<file path="src/rtl/bfp_pkg.sv">
package bfp_pkg;

    // Guard bits carried above the data word by the butterfly results.
    localparam int GUARD_W = 2;
    localparam int SHIFT_W = $clog2(GUARD_W + 1);

    typedef logic [SHIFT_W-1:0] grow_t;

    function automatic grow_t grow_max(input grow_t a, input grow_t b);
        return (a > b) ? a : b;
    endfunction

endpackage

</file>
<file path="src/rtl/bfp_growth_lane.sv">
module bfp_growth_lane
    import bfp_pkg::*;
#(
    parameter int WORD_W = 16
) (
    input  logic [WORD_W+GUARD_W-1:0] res_i,
    output grow_t                     grow_o
);

    localparam int RES_W = WORD_W + GUARD_W;

    logic uniform;

    // Walk down from the top guard bit. While the bits stay equal to the
    // sign, the value needs one bit of growth fewer.
    always_comb begin
        grow_o  = grow_t'(GUARD_W);
        uniform = 1'b1;
        for (int i = RES_W - 2; i >= WORD_W - 1; i--) begin
            uniform = uniform & (res_i[i] == res_i[RES_W-1]);
            if (uniform) begin
                grow_o = grow_t'(i - (WORD_W - 1));
            end
        end
    end

endmodule

</file>
<file path="src/rtl/bfp_growth_max.sv">
module bfp_growth_max
    import bfp_pkg::*;
#(
    parameter int WORD_W = 16,
    parameter int LANES  = 4
) (
    input  logic                              valid_i,
    input  logic [LANES*(WORD_W+GUARD_W)-1:0] res_i,
    output grow_t                             grow_o
);

    localparam int RES_W = WORD_W + GUARD_W;

    grow_t lane_grow [LANES];

    for (genvar l = 0; l < LANES; l++) begin : g_lane
        bfp_growth_lane #(.WORD_W(WORD_W)) u_lane (
            .res_i  (res_i[l*RES_W +: RES_W]),
            .grow_o (lane_grow[l])
        );
    end

    // Invalid cycles contribute nothing to the stage maximum.
    always_comb begin
        grow_o = '0;
        if (valid_i) begin
            for (int l = 0; l < LANES; l++) begin
                grow_o = grow_max(grow_o, lane_grow[l]);
            end
        end
    end

endmodule

</file>
<file path="src/rtl/bfp_rd_shift.sv">
module bfp_rd_shift
    import bfp_pkg::*;
#(
    parameter int WORD_W = 16,
    parameter int LANES  = 4
) (
    input  logic [LANES*(WORD_W+GUARD_W)-1:0] raw_i,
    input  grow_t                             shift_i,
    output logic [LANES*WORD_W-1:0]           data_o
);

    localparam int RES_W = WORD_W + GUARD_W;

    for (genvar l = 0; l < LANES; l++) begin : g_lane
        logic signed [RES_W-1:0] shifted;
        assign shifted = $signed(raw_i[l*RES_W +: RES_W]) >>> shift_i;
        assign data_o[l*WORD_W +: WORD_W] = shifted[WORD_W-1:0];
    end

endmodule

</file>
<file path="src/rtl/bfp_scale_ctrl.sv">
module bfp_scale_ctrl
    import bfp_pkg::*;
#(
    parameter int WORD_W = 16,
    parameter int LANES  = 4,
    parameter int EXP_W  = 8,
    parameter int LOGN_W = 4
) (
    input  logic                              clk,
    input  logic                              rst_n,
    input  logic                              xfm_start_i,
    input  logic [LOGN_W-1:0]                 xfm_log2n_i,
    input  logic                              xfm_inverse_i,
    input  logic                              stage_start_i,
    input  logic                              stage_end_i,
    input  logic                              pipe_empty_i,
    input  logic                              res_valid_i,
    input  logic [LANES*(WORD_W+GUARD_W)-1:0] res_data_i,
    input  logic [LANES*(WORD_W+GUARD_W)-1:0] rd_raw_i,
    output logic [LANES*WORD_W-1:0]           rd_data_o,
    output logic [SHIFT_W-1:0]                shift_o,
    output logic signed [EXP_W-1:0]           exp_o,
    output logic signed [EXP_W-1:0]           exp_final_o
);

    localparam int RES_W   = WORD_W + GUARD_W;
    localparam int WORD_HI = (1 << (WORD_W - 1)) - 1;
    localparam int WORD_LO = -(1 << (WORD_W - 1));

    typedef struct packed {
        logic signed [EXP_W-1:0] exp;
        grow_t                   shift;
        grow_t                   smax;
        logic                    pend;
        logic [LOGN_W-1:0]       log2n;
        logic                    inv;
    } state_t;

    state_t st_d, st_q;
    grow_t  grow_now;
    grow_t  latch_val;
    logic   end_seen;
    logic   do_latch;

    bfp_growth_max #(.WORD_W(WORD_W), .LANES(LANES)) u_gmax (
        .valid_i (res_valid_i),
        .res_i   (res_data_i),
        .grow_o  (grow_now)
    );

    bfp_rd_shift #(.WORD_W(WORD_W), .LANES(LANES)) u_rdsh (
        .raw_i   (rd_raw_i),
        .shift_i (st_q.shift),
        .data_o  (rd_data_o)
    );

    always_comb begin
        st_d      = st_q;
        end_seen  = st_q.pend | stage_end_i;
        do_latch  = end_seen & pipe_empty_i;
        latch_val = grow_max(st_q.smax, grow_now);
        if (xfm_start_i) begin
            st_d.exp   = '0;
            st_d.shift = '0;
            st_d.smax  = '0;
            st_d.pend  = 1'b0;
            st_d.log2n = xfm_log2n_i;
            st_d.inv   = xfm_inverse_i;
        end else begin
            if (do_latch) begin
                st_d.shift = latch_val;
                st_d.exp   = st_q.exp + EXP_W'(latch_val);
                st_d.pend  = 1'b0;
            end else begin
                st_d.pend  = end_seen;
            end
            if (stage_start_i) begin
                st_d.smax = do_latch ? '0 : grow_now;
            end else begin
                st_d.smax = latch_val;
            end
        end
    end

    always_ff @(posedge clk or negedge rst_n) begin
        if (!rst_n) begin
            st_q <= '0;
        end else begin
            st_q <= st_d;
        end
    end

    assign shift_o     = st_q.shift;
    assign exp_o       = st_q.exp;
    assign exp_final_o = st_q.inv
                       ? st_q.exp - $signed({{(EXP_W-LOGN_W){1'b0}}, st_q.log2n})
                       : st_q.exp;

    // shift is bounded by the guard width
    assert_shift_range_R2: assert property (@(posedge clk) disable iff (!rst_n)
        shift_o <= grow_t'(GUARD_W));

    // a result classed as no growth really fits the word (lane 0)
    assert_grow_zero_fits_R2: assert property (@(posedge clk) disable iff (!rst_n)
        (res_valid_i && grow_now == '0) |->
        ($signed(res_data_i[RES_W-1:0]) >= WORD_LO &&
         $signed(res_data_i[RES_W-1:0]) <= WORD_HI));

    // nothing is latched while the pipeline still holds results
    assert_hold_until_drain_R5: assert property (@(posedge clk) disable iff (!rst_n)
        (!pipe_empty_i && !xfm_start_i) |=> ($stable(shift_o) && $stable(exp_o)));

    // a transform start clears exponent and shift
    assert_start_clears_R8: assert property (@(posedge clk) disable iff (!rst_n)
        xfm_start_i |=> (exp_o == '0 && shift_o == '0));

    // the adjusted exponent never exceeds the raw exponent
    assert_final_le_raw_R9: assert property (@(posedge clk) disable iff (!rst_n)
        exp_final_o <= exp_o);

endmodule

</file>
<file path="config.mk">
export PLATFORM = sky130hd
export DESIGN_NAME = bfp_scale_ctrl
export DESIGN_NICKNAME = d
export VERILOG_FILES = /design/src/rtl/bfp_pkg.sv /design/src/rtl/bfp_growth_lane.sv /design/src/rtl/bfp_growth_max.sv /design/src/rtl/bfp_rd_shift.sv /design/src/rtl/bfp_scale_ctrl.sv
export SDC_FILE = /design/constraint.sdc
export NUM_CORES = 1
export LEC_CHECK = 0
export ABC_AREA = 1
export BUFFER_PORTS_ARGS = -buffer_cell sky130_fd_sc_hd__buf_2
export CAP_MARGIN = 20
export CORE_ASPECT_RATIO = 1.25
export CORE_UTILIZATION = 30
export CTS_CLUSTER_DIAMETER = 40
export CTS_CLUSTER_SIZE = 40
export DETAILED_ROUTE_END_ITERATION = 7
export PLACE_DENSITY_LB_ADDON = 0.25
export SKIP_LAST_GASP = 1
export SYNTH_ARGS = -nofsm -noshare
export SYNTH_HDL_FRONTEND = slang
export SYNTH_SLANG_ARGS = --single-unit
export TNS_END_PERCENT = 100
</file>
<file path="constraint.sdc">
create_clock -name clk -period 5.5 [get_ports clk]
set_clock_uncertainty 0.1 [all_clocks]
set_input_delay 0.825 -clock clk [delete_from_list [all_inputs] [get_ports clk]]
set_output_delay 0.825 -clock clk [all_outputs]
set_load 0.005 [all_outputs]
</file>
======== Yosys cells after proc, flatten, opt, wreduce, memory -nomap -nowiden ========
Cells that the tools add are included.
cells by class
  add/subtract/negate cells ............... 2
  multiply operators ...................... 0
  divide/modulo/power cells ............... 0
  magnitude comparators ................... 5
  equality and inequality tests ........... 8
  shifts and indexed selects .............. 4
  multiplexer cells ....................... 20
  bitwise gates (word level) .............. 6
  reductions and logical operators ........ 1
operators with widths
  cell                                                                            count
  18-bit by 2-bit >>> shifter with 16-bit output                                  4
  2-bit two-way mux                                                               16
  13-bit two-way mux                                                              1
  10-bit two-way mux                                                              1
  8-bit by 2-bit adder with 8-bit output                                          1
  1-bit equality test                                                             8
  2-bit greater-than comparator                                                   4
  8-bit two-way mux                                                               1
  8-bit by 5-bit subtractor with 8-bit output                                     1
  1-bit AND                                                                       5
  1-bit by 2-bit greater-than comparator with 1-bit output, first input constant  1
  2-bit nonzero test                                                              1
  1-bit two-way mux                                                               1
  1-bit bitwise OR                                                                1
word-level totals
  register bits after elaboration ......... 18
  latch bits .............................. 0
  memory bits (writable) .................. 0
  bits in read-only memories .............. 0
  output and inout bits ................... 82
  memories ................................ 0

======== Depth between registers and ports, before layout ========
Gate-level depths: netlist (run 1).
  depth after elaboration ................. 17
  depth in mapped cells ................... 40

======== Cells and area by module ========
Synthesis (run 1) repeated with hierarchy kept, for this count alone.
second synthesis, totals
  cells, all modules ...................... 682
  area total of the unflattened synthesis .. 3537.1 sq um
by module, submodules not included
  module           times used  cells each  area an instance (sq um)  sequential area each (sq um)
  bfp_rd_shift     1           430         1820.5                    0.0
  bfp_scale_ctrl   1           183         1321.3                    450.4
  bfp_growth_max   1           45          280.3                     0.0
  bfp_growth_lane  4           6           28.8                      0.0

======== Least setup slack after synthesis (run 1) ========
OpenSTA, ideal clock, no wires.
  path type ............................... input port to flip-flop
  from .................................... input res_data_i[34]
  to ...................................... register st_q, in the netlist exp_o[6]
  setup time .............................. 0.120 ns
  data arrival time ....................... 4.835 ns
  required time ........................... 5.280 ns
  slack ................................... 0.445 ns
  stages .................................. 35
  buffers on the path ..................... 0
  cells stage by stage .................... inv_1 nand2_1 nand2_1 nand2_1 inv_1 ha_1 nand2_1 inv_1 a21oi_1 nand2_1 nand2_1 ha_1 nand2_1 nand2_1 inv_1 nand3_2 and2_1 ha_1 nand2_1 inv_1 nor2_2 o21a_2 nand2_1 inv_1 ha_1 inv_1 o22ai_1 or2_2 nand2_2 ha_1 inv_1 fa_1 nor3_4 nand3_1 o211a_1
on the way
  word-level cells in the longest chain between the ends .. 15
  elaborated cells on any way between the ends .. 16
  classes of those cells .................. add/sub (1); order compare (4); eq/ne (1); mux (9); bitwise (1)
RTL lines
  what                                                   RTL line                                      text
  start, declared                                        bfp_scale_ctrl.sv:18                          input logic [LANES*(WORD_W+GUARD_W)-1:0] res_data_i,
  1-bit equality test *                                  bfp_growth_lane.sv:20                         uniform = uniform & (res_i[i] == res_i[RES_W-1]);
  2-bit two-way mux / 1-bit AND (equally long branches)  bfp_growth_lane.sv:21, bfp_growth_lane.sv:20
  2-bit two-way mux *                                    bfp_growth_lane.sv:21                         if (uniform) begin
  2-bit greater-than comparator                          bfp_pkg.sv:10                                 return (a > b) ? a : b;
  2-bit two-way mux *                                    bfp_pkg.sv:10
  2-bit greater-than comparator                          bfp_pkg.sv:10
  2-bit two-way mux *                                    bfp_pkg.sv:10
  2-bit greater-than comparator                          bfp_pkg.sv:10
  2-bit two-way mux *                                    bfp_pkg.sv:10
  2-bit two-way mux *                                    bfp_growth_max.sv:26                          if (valid_i) begin
  2-bit greater-than comparator                          bfp_pkg.sv:10
  2-bit two-way mux *                                    bfp_pkg.sv:10
  8-bit by 2-bit adder with 8-bit output *               bfp_scale_ctrl.sv:72                          st_d.exp = st_q.exp + EXP_W'(latch_val);
  10-bit two-way mux *                                   bfp_scale_ctrl.sv:70                          if (do_latch) begin
  13-bit two-way mux *                                   bfp_scale_ctrl.sv:62                          if (xfm_start_i) begin
  end signal, assigned                                   bfp_scale_ctrl.sv:89                          st_q <= st_d;
  end, declared                                          bfp_scale_ctrl.sv:39                          state_t st_d, st_q;
Mark *: on every way between the ends. The rest lies on a longest branch, timed or not. The select of a mux whose other input is x is not followed.
A chain may end at the register's enable or synchronous reset.

======== Final worst setup path (run 1) ========
Ends and elaborated chain as after synthesis.

==> results.py, run 1 <==
metrics = {
    "run_status": {
        "status": "finished, final reports clean",
    },
    "die": {
        "initial_core_util_pct": 30.9,
        "die-width_um": 93.5,
        "die_h_um": 116,
        "num_rows": 41,
        "dieArea_um2": 10900,
        "io_pins": 238,
        "coreArea_um2": 10200,
    },
    "placement": {
        "placedInstanceArea_um2": 4000,
        "gp_congestion": 0.825,
        "dpl_worst_slack_ns": 0.0123,
        "hpwl_um": 7670,
        "port_buffers": 177,
    },
    "final_layout": {
        "multiInputGateArea_um2": 2170,
        "areaGrowthSynthToFinish_pct": 30.8,
        "fillCellCount": 1103,
        "num_antenna_cells": 0,
        "fin_area_um2": 4100,
        "nets": 825,
        "final_core_util_pct": 40.4,
        "layout-drive-gt1-share_pct": 33.0,
        "register_area_um2": 455,
    },
    "setup_path": {
        "end_kind": "register",
        "crit_type": "primary input to register",
        "critical_path.top_delay_family": "simple AND/OR/NAND/NOR gates",
        "cp_slowest_cell": "fa_2",
        "arrival_ns": 5.12,
        "path_max_fanout": 3,
        "startpoint_type": "primary input",
        "slowest_delay_ns": 0.36,
        "critical_path_buf_inv_count": 8,
        "crit_top_cell": "nand2_1",
        "cp.required_ns": 5.54,
    },
    "clocking": {
        "cts_hold_buf": 0,
        "clk_latency_ns": 0.25,
        "root_buffer": "clkbuf_16",
        "cts_buffers": 3,
        "cts.clk_slew.worst_paths_ns": 0.06,
        "cts_htree_levels": 1,
        "ctsResizeCount": 0,
        "clockBufferDepth": 2,
        "clock_sinks": 18,
        "cts_tree": "done",
        "post_cts_buffers": 0,
    },
    "power_and_ir_drop": {
        "switching_power_mw": 0.288,
        "powerDensity_nw_per_um2": 174,
        "comb_power_share_pct": 54.7,
        "sw_frac_of_total_pct": 40.2,
        "p_leak_nw": 2.31,
        "power_frac_seq_pct": 22.2,
        "clock_power_share_pct": 23.2,
        "intPower_mw": 0.427,
        "ir_drop_mv": 0.154,
    },
    "logic_synthesis": {
        "synth_area_um2": 3140,
        "ys_ff_latch": 18,
        "synthFlopType": "dfrtp_1",
        "synthAdderAreaFrac_pct": 8.45,
        "synth.area.mux_share_pct": 13.1,
        "synth-compound-area-share_pct": 21.9,
        "synthArstFlopShare_pct": 100,
        "synth_top_family_by_area": "simple AND/OR/NAND/NOR gates",
        "ys_types": 38,
        "syn_inst": 500,
        "synthTopCellsByArea": "dfrtp_1 14%, nand2_1 14%, mux2i_1 13%",
        "syn-num-nets": 676,
        "yosysSeqAreaShare_pct": 14.4,
        "synth_top_area_cell": "dfrtp_1",
        "yosys.area_share.xor_xnor_pct": 1.40,
        "yosysMostFrequentCell": "nand2_1",
        "synth_top_area_share_pct": 14.4,
        "avgSynthCellArea_um2": 6.28,
        "synth-simple-area-share_pct": 23.9,
        "synth_common_cells": "114 x nand2_1, 82 x inv_1, 68 x o21ai_0, 41 x mux2i_1, 32 x a21oi_1",
        "synth_edf_count": 0,
        "synth_warnings": 0,
    },
    "sta": {
        "finalSetupViolCount": 0,
        "hold_viol": 0,
        "rsz0062_at_grt": "false",
        "maxSlewViolCount": 0,
        "hold_slack_ns": 0.397,
        "period_needed_ns": 5.08,
        "timing.fmax_mhz": 197,
        "worst_slew_pin_slew_ns": 0.896,
        "relSlewSlack_pct": 40.2,
        "fin_ws_ns": 0.422,
        "fin_setup_tns_ns": 0,
        "timing.final.crit_share_pct": 92.3,
    },
    "routing": {
        "drc_errors": 0,
        "final_antenna_net_count": 0,
        "wire_per_inst_um": 12.3,
        "routed_wl_um": 9530,
        "via_per_inst": 4.75,
        "first_iter_violations": 96,
        "dr_total_vias": 3693,
        "drtPass1Iterations": 5,
    },
    "global_route": {
        "use_met1_pct": 15.9,
        "met3_usage_pct": 3.06,
        "first_global_vias": 3328,
        "grtUsageMet2_pct": 33.2,
        "grt_pass1_wl_um": 14400,
        "grt.busiest_layer": "met2",
        "grt_max_degree": 75,
        "track_usage_pct": 16.4,
        "grt_overflow": 0,
        "grt_antenna_before_repair": 1,
    },
    "flow_run": {
        "max-cap-violations": 0,
    },
    "min_path": {
        "hp-class": "register to register",
    },
}
-- placed cells by master, fill, tap and decap left out, types with 3 or more instances in the layout --
cell type,count
o21ai_2,3
clkbuf_16,3
dfrtp_1,16
ha_1,18
buf_4,3
nor2_1,30
buf_2,177
a21oi_1,32
inv_1,82
nand2_1,114
o21ai_0,68
o211ai_1,7
o22ai_1,3
o21ai_1,8
nor3_4,3
nand3_1,4
mux2i_1,41
nand3_2,4
xor2_1,4
inv_2,3
-- registers in the layout (all words and copies together) (netlist names) --
register  count
shift_o       2
exp_o         8
st_q          8
-- final timing paths --
kind | to | cells past startpoint | start | slack, ns
worst min-delay path | st_q[1]$_DFFE_PN0P_ | 2 | st_q[1]$_DFFE_PN0P_ | 0.40
min in group asynchronous | st_q[4]$_DFFE_PN0P_ | 1 | rst_n | 0.41
worst max register to register | exp_o[6]$_DFFE_PN0P_ | 12 | st_q[7]$_DFF_PN0_ | 2.96
worst min register to register | st_q[1]$_DFFE_PN0P_ | 2 | st_q[1]$_DFFE_PN0P_ | 0.40
worst max-delay path | exp_o[6]$_DFFE_PN0P_ | 35 | res_data_i[34] | 0.42
max in group asynchronous | shift_o[0]$_DFFE_PN0P_ | 1 | rst_n | 4.54
-- power by group through the flow --
stage          logic [mW]  registers, mW  clock network (mW)
2_1_floorplan       0.252          0.147                   0
3_3_place_gp        0.383          0.161                   0
3_5_place_dp        0.392          0.161                   0
4_1_cts             0.394          0.159               0.167
5_1_grt             0.446          0.161               0.170
6_report            0.391          0.158               0.166
-- worst min-delay path, delay by kind of cell (launching register included) --
family | cells | cell delay (ns)
flops | 1 | 0.36
simple gates | 2 | 0.11
-- layer usage --
metal | part of all wire, % | up-vias
met2 | 50 | 140
li1 | - | 1890
met1 | 38 | 1636
met4 | 3.5 | 2
met5 | 0.13 | -
met3 | 7.8 | 25
-- cell families (layout without fill, tap and decap cells) --
family / count (synthesis) / after routing
AND/OR/NAND/NOR: 169 / 169
AO/OA/AOI/OAI: 126 / 126
buffers and inverters: 121 / 269
multiplexers: 41 / 41
adder cells (fa/ha/maj): 20 / 20
flip-flops: 18 / 18
XOR/XNOR: 5 / 5
-- per-stage QoR --
stage	std cells	total power, mW
finish	777	0.715
global route	777	0.777
CTS	777	0.720
detailed placement	773	0.553
global placement	773	0.544
floorplan	500	0.399
-- cell type report --
| class | count | share of cell area, % |
|---|---|---|
| inverters | 85 | 7.77 |
| well taps | 129 | 3.93 |
| clock buffers | 4 | 2.16 |
| flip-flops and latches | 18 | 11.1 |
| multi-input cells | 361 | 52.9 |
| repair buffers | 180 | 22.1 |
(Power assumes the default switching activity.)
==> run 2: changes to the inputs <==
--- a/config.mk
+++ b/config.mk
@@ -13,7 +13,6 @@
 export CTS_CLUSTER_DIAMETER = 40
 export CTS_CLUSTER_SIZE = 40
 export DETAILED_ROUTE_END_ITERATION = 7
-export PLACE_DENSITY_LB_ADDON = 0.25
 export SKIP_LAST_GASP = 1
 export SYNTH_ARGS = -nofsm -noshare
 export SYNTH_HDL_FRONTEND = slang
==> results.py, run 2 (same netlist as run 1, synthesis figures left out) <==
metrics = {
    "global_route": {
        "grt_max_degree": 116,
        "grt_antenna_before_repair": 2,
        "grt_pass1_wl_um": 14900,
        "grt_overflow": 0,
        "track_usage_pct": 16.8,
        "first_global_vias": 3414,
    },
    "setup_path": {
        "slowest_delay_ns": 0.36,
        "path_max_fanout": 3,
        "end_kind": "register",
        "startpoint_type": "primary input",
        "cp.required_ns": 5.58,
        "crit_type": "primary input to register",
        "arrival_ns": 5.22,
        "cp_slowest_cell": "fa_2",
        "crit_top_cell": "nand2_1",
    },
    "final_layout": {
        "layout-drive-gt1-share_pct": 33.3,
        "final_core_util_pct": 40.5,
        "areaGrowthSynthToFinish_pct": 31.1,
        "fin_cells": 776,
        "final_cell_mix": "177 x buf_2, 112 x nand2_1, 82 x inv_1",
        "final_common_cell": "buf_2",
        "nets": 823,
    },
    "routing": {
        "dr_total_vias": 3648,
        "routed_wl_um": 9690,
        "drtPass1Iterations": 4,
        "wire_per_inst_um": 12.5,
        "via_per_inst": 4.70,
        "final_antenna_net_count": 0,
        "first_iter_violations": 92,
        "drc_errors": 0,
    },
    "sta": {
        "fin_setup_tns_ns": 0,
        "timing.final.crit_share_pct": 93.4,
        "hold_slack_ns": 0.402,
        "fin_ws_ns": 0.364,
        "maxSlewViolCount": 0,
        "rsz0062_at_grt": "false",
        "hold_viol": 0,
        "worst_slew_pin_slew_ns": 1.07,
        "relSlewSlack_pct": 29.0,
        "period_needed_ns": 5.14,
        "finalSetupViolCount": 0,
        "timing.fmax_mhz": 195,
    },
    "clocking": {
        "cts_tree": "done",
        "cts_htree_levels": 1,
        "cts_buffers": 3,
        "root_buffer": "clkbuf_16",
        "cts.clk_slew.worst_paths_ns": 0.06,
        "clockBufferDepth": 2,
        "clock_sinks": 18,
        "clk_latency_ns": 0.25,
    },
    "die": {
        "io_pins": 238,
        "die_h_um": 116,
        "die-width_um": 93.5,
        "num_rows": 41,
        "initial_core_util_pct": 30.9,
        "dieArea_um2": 10900,
        "coreArea_um2": 10200,
    },
    "power_and_ir_drop": {
        "powerDensity_nw_per_um2": 174,
        "p_leak_nw": 2.30,
        "ir_drop_mv": 0.151,
    },
    "placement": {
        "port_buffers": 177,
        "gp_congestion": 0.795,
        "hpwl_um": 7880,
        "dp.cells": 770,
        "dpl_worst_slack_ns": -0.0713,
    },
    "min_path": {
        "hp-class": "register to register",
    },
    "run_status": {
        "status": "finished, final reports clean",
    },
    "flow_run": {
        "max-cap-violations": 0,
    },
}
[run 2: cell count changes in the layout (fill, tap and decap cells not counted)]
| cell | previous run | this run |
|---|---|---|
| buf_4 | 3 | 0 |
| nand2_1 | 114 | 112 |
| ha_2 | 0 | 1 |
| buf_16 | 0 | 1 |
| nor2_4 | 2 | 1 |
| diode_2 | 0 | 1 |
| ha_1 | 18 | 17 |
| nand2_2 | 2 | 4 |
| nor2_2 | 2 | 3 |
[run 2: report_power, final]
| part | internal (mW) | switching (mW) |
|---|---|---|
| Clock | 0.111 | 0.0525 |
| Combinational | 0.178 | 0.218 |
| Sequential | 0.141 | 0.0173 |
| Total | 0.429 | 0.288 |
[run 2: final cells by class]
cell class / count / area [um^2]
flip-flops and latches: 18 / 455
diodes: 1 / 2.50
fillers: 1121 / 6040
inverters: 85 / 319
multi-input cells: 361 / 2170
clock buffers: 4 / 88.8
well taps: 129 / 161
repair buffers: 178 / 913
[run 2: layer usage]
metal  share of wire [%]  GRT usage [%]  wire length (um)
met5                0.18              0                17
met4                 1.3           4.31               125
met2                  50           33.5              4840
met1                  40           17.1              3850
met3                 8.8           4.17               854
[run 2: critical path: cells and delay by family]
| family | cells | cell delay, ns |
|---|---|---|
| compound gates | 4 | 0.49 |
| simple gates | 18 | 1.92 |
| buf+inv | 8 | 0.42 |
| fa+ha+maj | 6 | 1.56 |
[run 2: path summary, 6_finish.rpt]
check / from / to / depth (start not counted) / slack [ns]
setup / recovery: res_data_i[34] / exp_o[6]$_DFFE_PN0P_ / 36 / 0.36
hold / removal: st_q[1]$_DFFE_PN0P_ / st_q[1]$_DFFE_PN0P_ / 2 / 0.40
setup reg to reg: st_q[7]$_DFF_PN0_ / exp_o[6]$_DFFE_PN0P_ / 13 / 2.87
hold reg to reg: st_q[1]$_DFFE_PN0P_ / st_q[1]$_DFFE_PN0P_ / 2 / 0.40
max in group asynchronous: rst_n / shift_o[0]$_DFFE_PN0P_ / 1 / 4.55
min in group asynchronous: rst_n / st_q[4]$_DFFE_PN0P_ / 1 / 0.41
[run 2: repair_timing]
| item | 4_1_cts | 5_1_grt |
|---|---|---|
| gates resized for setup | 0 | 6 |
| hold buffers | 0 | 0 |
| setup buffers | 0 | 0 |
| endpoints found under the setup margin | 0 | 2 |
[run 2: stage by stage]
step           power (mW)  area [um^2]
4_1_cts             0.718         4070
5_1_grt             0.783         4110
2_1_floorplan       0.399         3140
3_5_place_dp        0.555         3980
6_report            0.717         4110
3_3_place_gp        0.544         3980
==> run 3: changes to the inputs <==
==> constraint.sdc (replaced) <==
create_clock -name clk -period 5.5 [get_ports clk]
set_clock_uncertainty 0.1 [all_clocks]
set_input_delay 0.55 -clock clk [delete_from_list [all_inputs] [get_ports clk]]
set_output_delay 0.55 -clock clk [all_outputs]
set_load 0.005 [all_outputs]
==> results.py, run 3 (same netlist as run 1, synthesis figures left out) <==
metrics = {
    "run_status": {
        "status": "finished, final reports clean",
    },
    "final_layout": {
        "final_cell_mix": "177 x buf_2, 114 x nand2_1, 82 x inv_1",
        "multiInputGateArea_um2": 2150,
        "fin_area_um2": 4090,
        "register_area_um2": 455,
        "fillCellCount": 1109,
        "final_common_cell": "buf_2",
        "areaGrowthSynthToFinish_pct": 30.2,
        "layout-drive-gt1-share_pct": 32.2,
        "nets": 823,
    },
    "placement": {
        "hpwl_um": 7750,
        "gp_congestion": 0.795,
        "port_buffers": 177,
        "placedInstanceArea_um2": 3980,
    },
    "clocking": {
        "cts_tree": "done",
        "post_cts_buffers": 0,
        "cts.clk_slew.worst_paths_ns": 0.05,
        "clock_sinks": 18,
        "clockBufferDepth": 2,
        "clk_latency_ns": 0.25,
        "ctsResizeCount": 0,
        "cts_htree_levels": 1,
        "cts_buffers": 3,
        "root_buffer": "clkbuf_16",
        "cts_hold_buf": 0,
    },
    "die": {
        "coreArea_um2": 10200,
        "num_rows": 41,
        "io_pins": 238,
        "die-width_um": 93.5,
        "dieArea_um2": 10900,
        "die_h_um": 116,
        "initial_core_util_pct": 30.9,
    },
    "global_route": {
        "met3_usage_pct": 3.19,
        "grt_max_degree": 116,
        "grt_pass1_wl_um": 14500,
        "grt_antenna_before_repair": 2,
        "track_usage_pct": 16.5,
        "first_global_vias": 3293,
        "grtUsageMet2_pct": 32.8,
        "grt_overflow": 0,
        "use_met1_pct": 17.8,
        "grt.busiest_layer": "met2",
    },
    "power_and_ir_drop": {
        "ir_drop_mv": 0.178,
        "intPower_mw": 0.416,
        "p_leak_nw": 2.30,
        "power_frac_seq_pct": 23.3,
        "powerDensity_nw_per_um2": 171,
        "switching_power_mw": 0.284,
        "comb_power_share_pct": 55.3,
        "sw_frac_of_total_pct": 40.6,
        "finalPower_mw": 0.700,
        "clock_power_share_pct": 21.5,
    },
    "routing": {
        "routed_wl_um": 9470,
        "drtPass1Iterations": 4,
        "drc_errors": 0,
        "wire_per_inst_um": 12.2,
        "final_antenna_net_count": 0,
        "first_iter_violations": 93,
        "dr_total_vias": 3682,
        "via_per_inst": 4.74,
    },
    "flow_run": {
        "max-cap-violations": 0,
    },
    "sta": {
        "timing.fmax_mhz": 203,
        "hold_viol": 0,
        "finalSetupViolCount": 0,
        "worst_slew_pin_slew_ns": 1.05,
        "timing.final.crit_share_pct": 89.6,
        "relSlewSlack_pct": 30.2,
        "fin_setup_tns_ns": 0,
        "maxSlewViolCount": 0,
        "period_needed_ns": 4.93,
        "rsz0062_at_grt": "false",
    },
    "setup_path": {
        "ff2ff_setup_slack_ns": 2.78,
        "arrival_ns": 5.02,
        "cp.required_ns": 5.59,
        "cp_slowest_cell": "fa_1",
        "slowest_delay_ns": 0.41,
        "timing.rr.start": "st_q[7]$_DFF_PN0_",
        "startpoint_type": "primary input",
        "path_max_fanout": 3,
        "crit_type": "primary input to register",
        "ff2ff_path_depth": 13,
        "end_kind": "register",
        "crit_top_cell": "nand2_1",
        "r2r_end": "exp_o[6]$_DFFE_PN0P_",
    },
    "min_path": {
        "hp-class": "primary input to async pin",
    },
}
-- run 3: final cells by class --
class | count | share of cell area (%)
clock buffers | 4 | 1.93
flip-flops and latches | 18 | 11.1
multi-input cells | 361 | 52.7
diodes | 1 | 0.0613
inverters | 85 | 7.81
well taps | 129 | 3.95
repair buffers | 178 | 22.4
-- run 3: metal layers --
layer	wire length (um)	vias to the layer above
met4	114	2
li1	-	1901
met3	771	13
met2	4700	136
met1	3880	1630
met5	11	-
-- run 3: power groups by stage --
stage | clock (mW) | sequential (mW) | combinational (mW)
3_5_place_dp | 0 | 0.177 | 0.376
5_1_grt | 0.157 | 0.166 | 0.443
3_3_place_gp | 0 | 0.176 | 0.367
6_report | 0.150 | 0.163 | 0.387
4_1_cts | 0.152 | 0.175 | 0.377
2_1_floorplan | 0 | 0.147 | 0.252
-- run 3: stage by stage --
stage                     utilization (%)  cells  hold WS, ns  worst slack, ns
after floorplan                         -    500        0.154            0.720
after global placement               39.1    770        0.372            0.390
after detailed placement             39.1    770        0.371            0.296
after CTS                            39.9    774        0.145            0.539
after global routing                 40.2    775        0.165            0.106
final                                40.2    776        0.133            0.573
-- run 3: worst max path at each step --
stage / from / endpoint / slack [ns] / depth (start not counted)
finish: res_data_i[17] / exp_o[6]$_DFFE_PN0P_ / 0.57 / 34
detailed placement: res_data_i[34] / exp_o[6]$_DFFE_PN0P_ / 0.30 / 37
global route: res_data_i[34] / exp_o[6]$_DFFE_PN0P_ / 0.11 / 40
floorplan: res_data_i[34] / exp_o[6]$_DFFE_PN0P_ / 0.72 / 35
global placement: res_data_i[17] / exp_o[6]$_DFFE_PN0P_ / 0.39 / 33
CTS: res_data_i[17] / exp_o[6]$_DFFE_PN0P_ / 0.54 / 34
-- run 3: critical path, delay by kind of cell --
| kind | cells | cell delay [ns] |
|---|---|---|
| and+or+nand+nor | 16 | 1.69 |
| adders and majority gates | 6 | 1.63 |
| buffers and inverters | 7 | 0.43 |
| AOI/OAI and AO/OA | 5 | 0.72 |
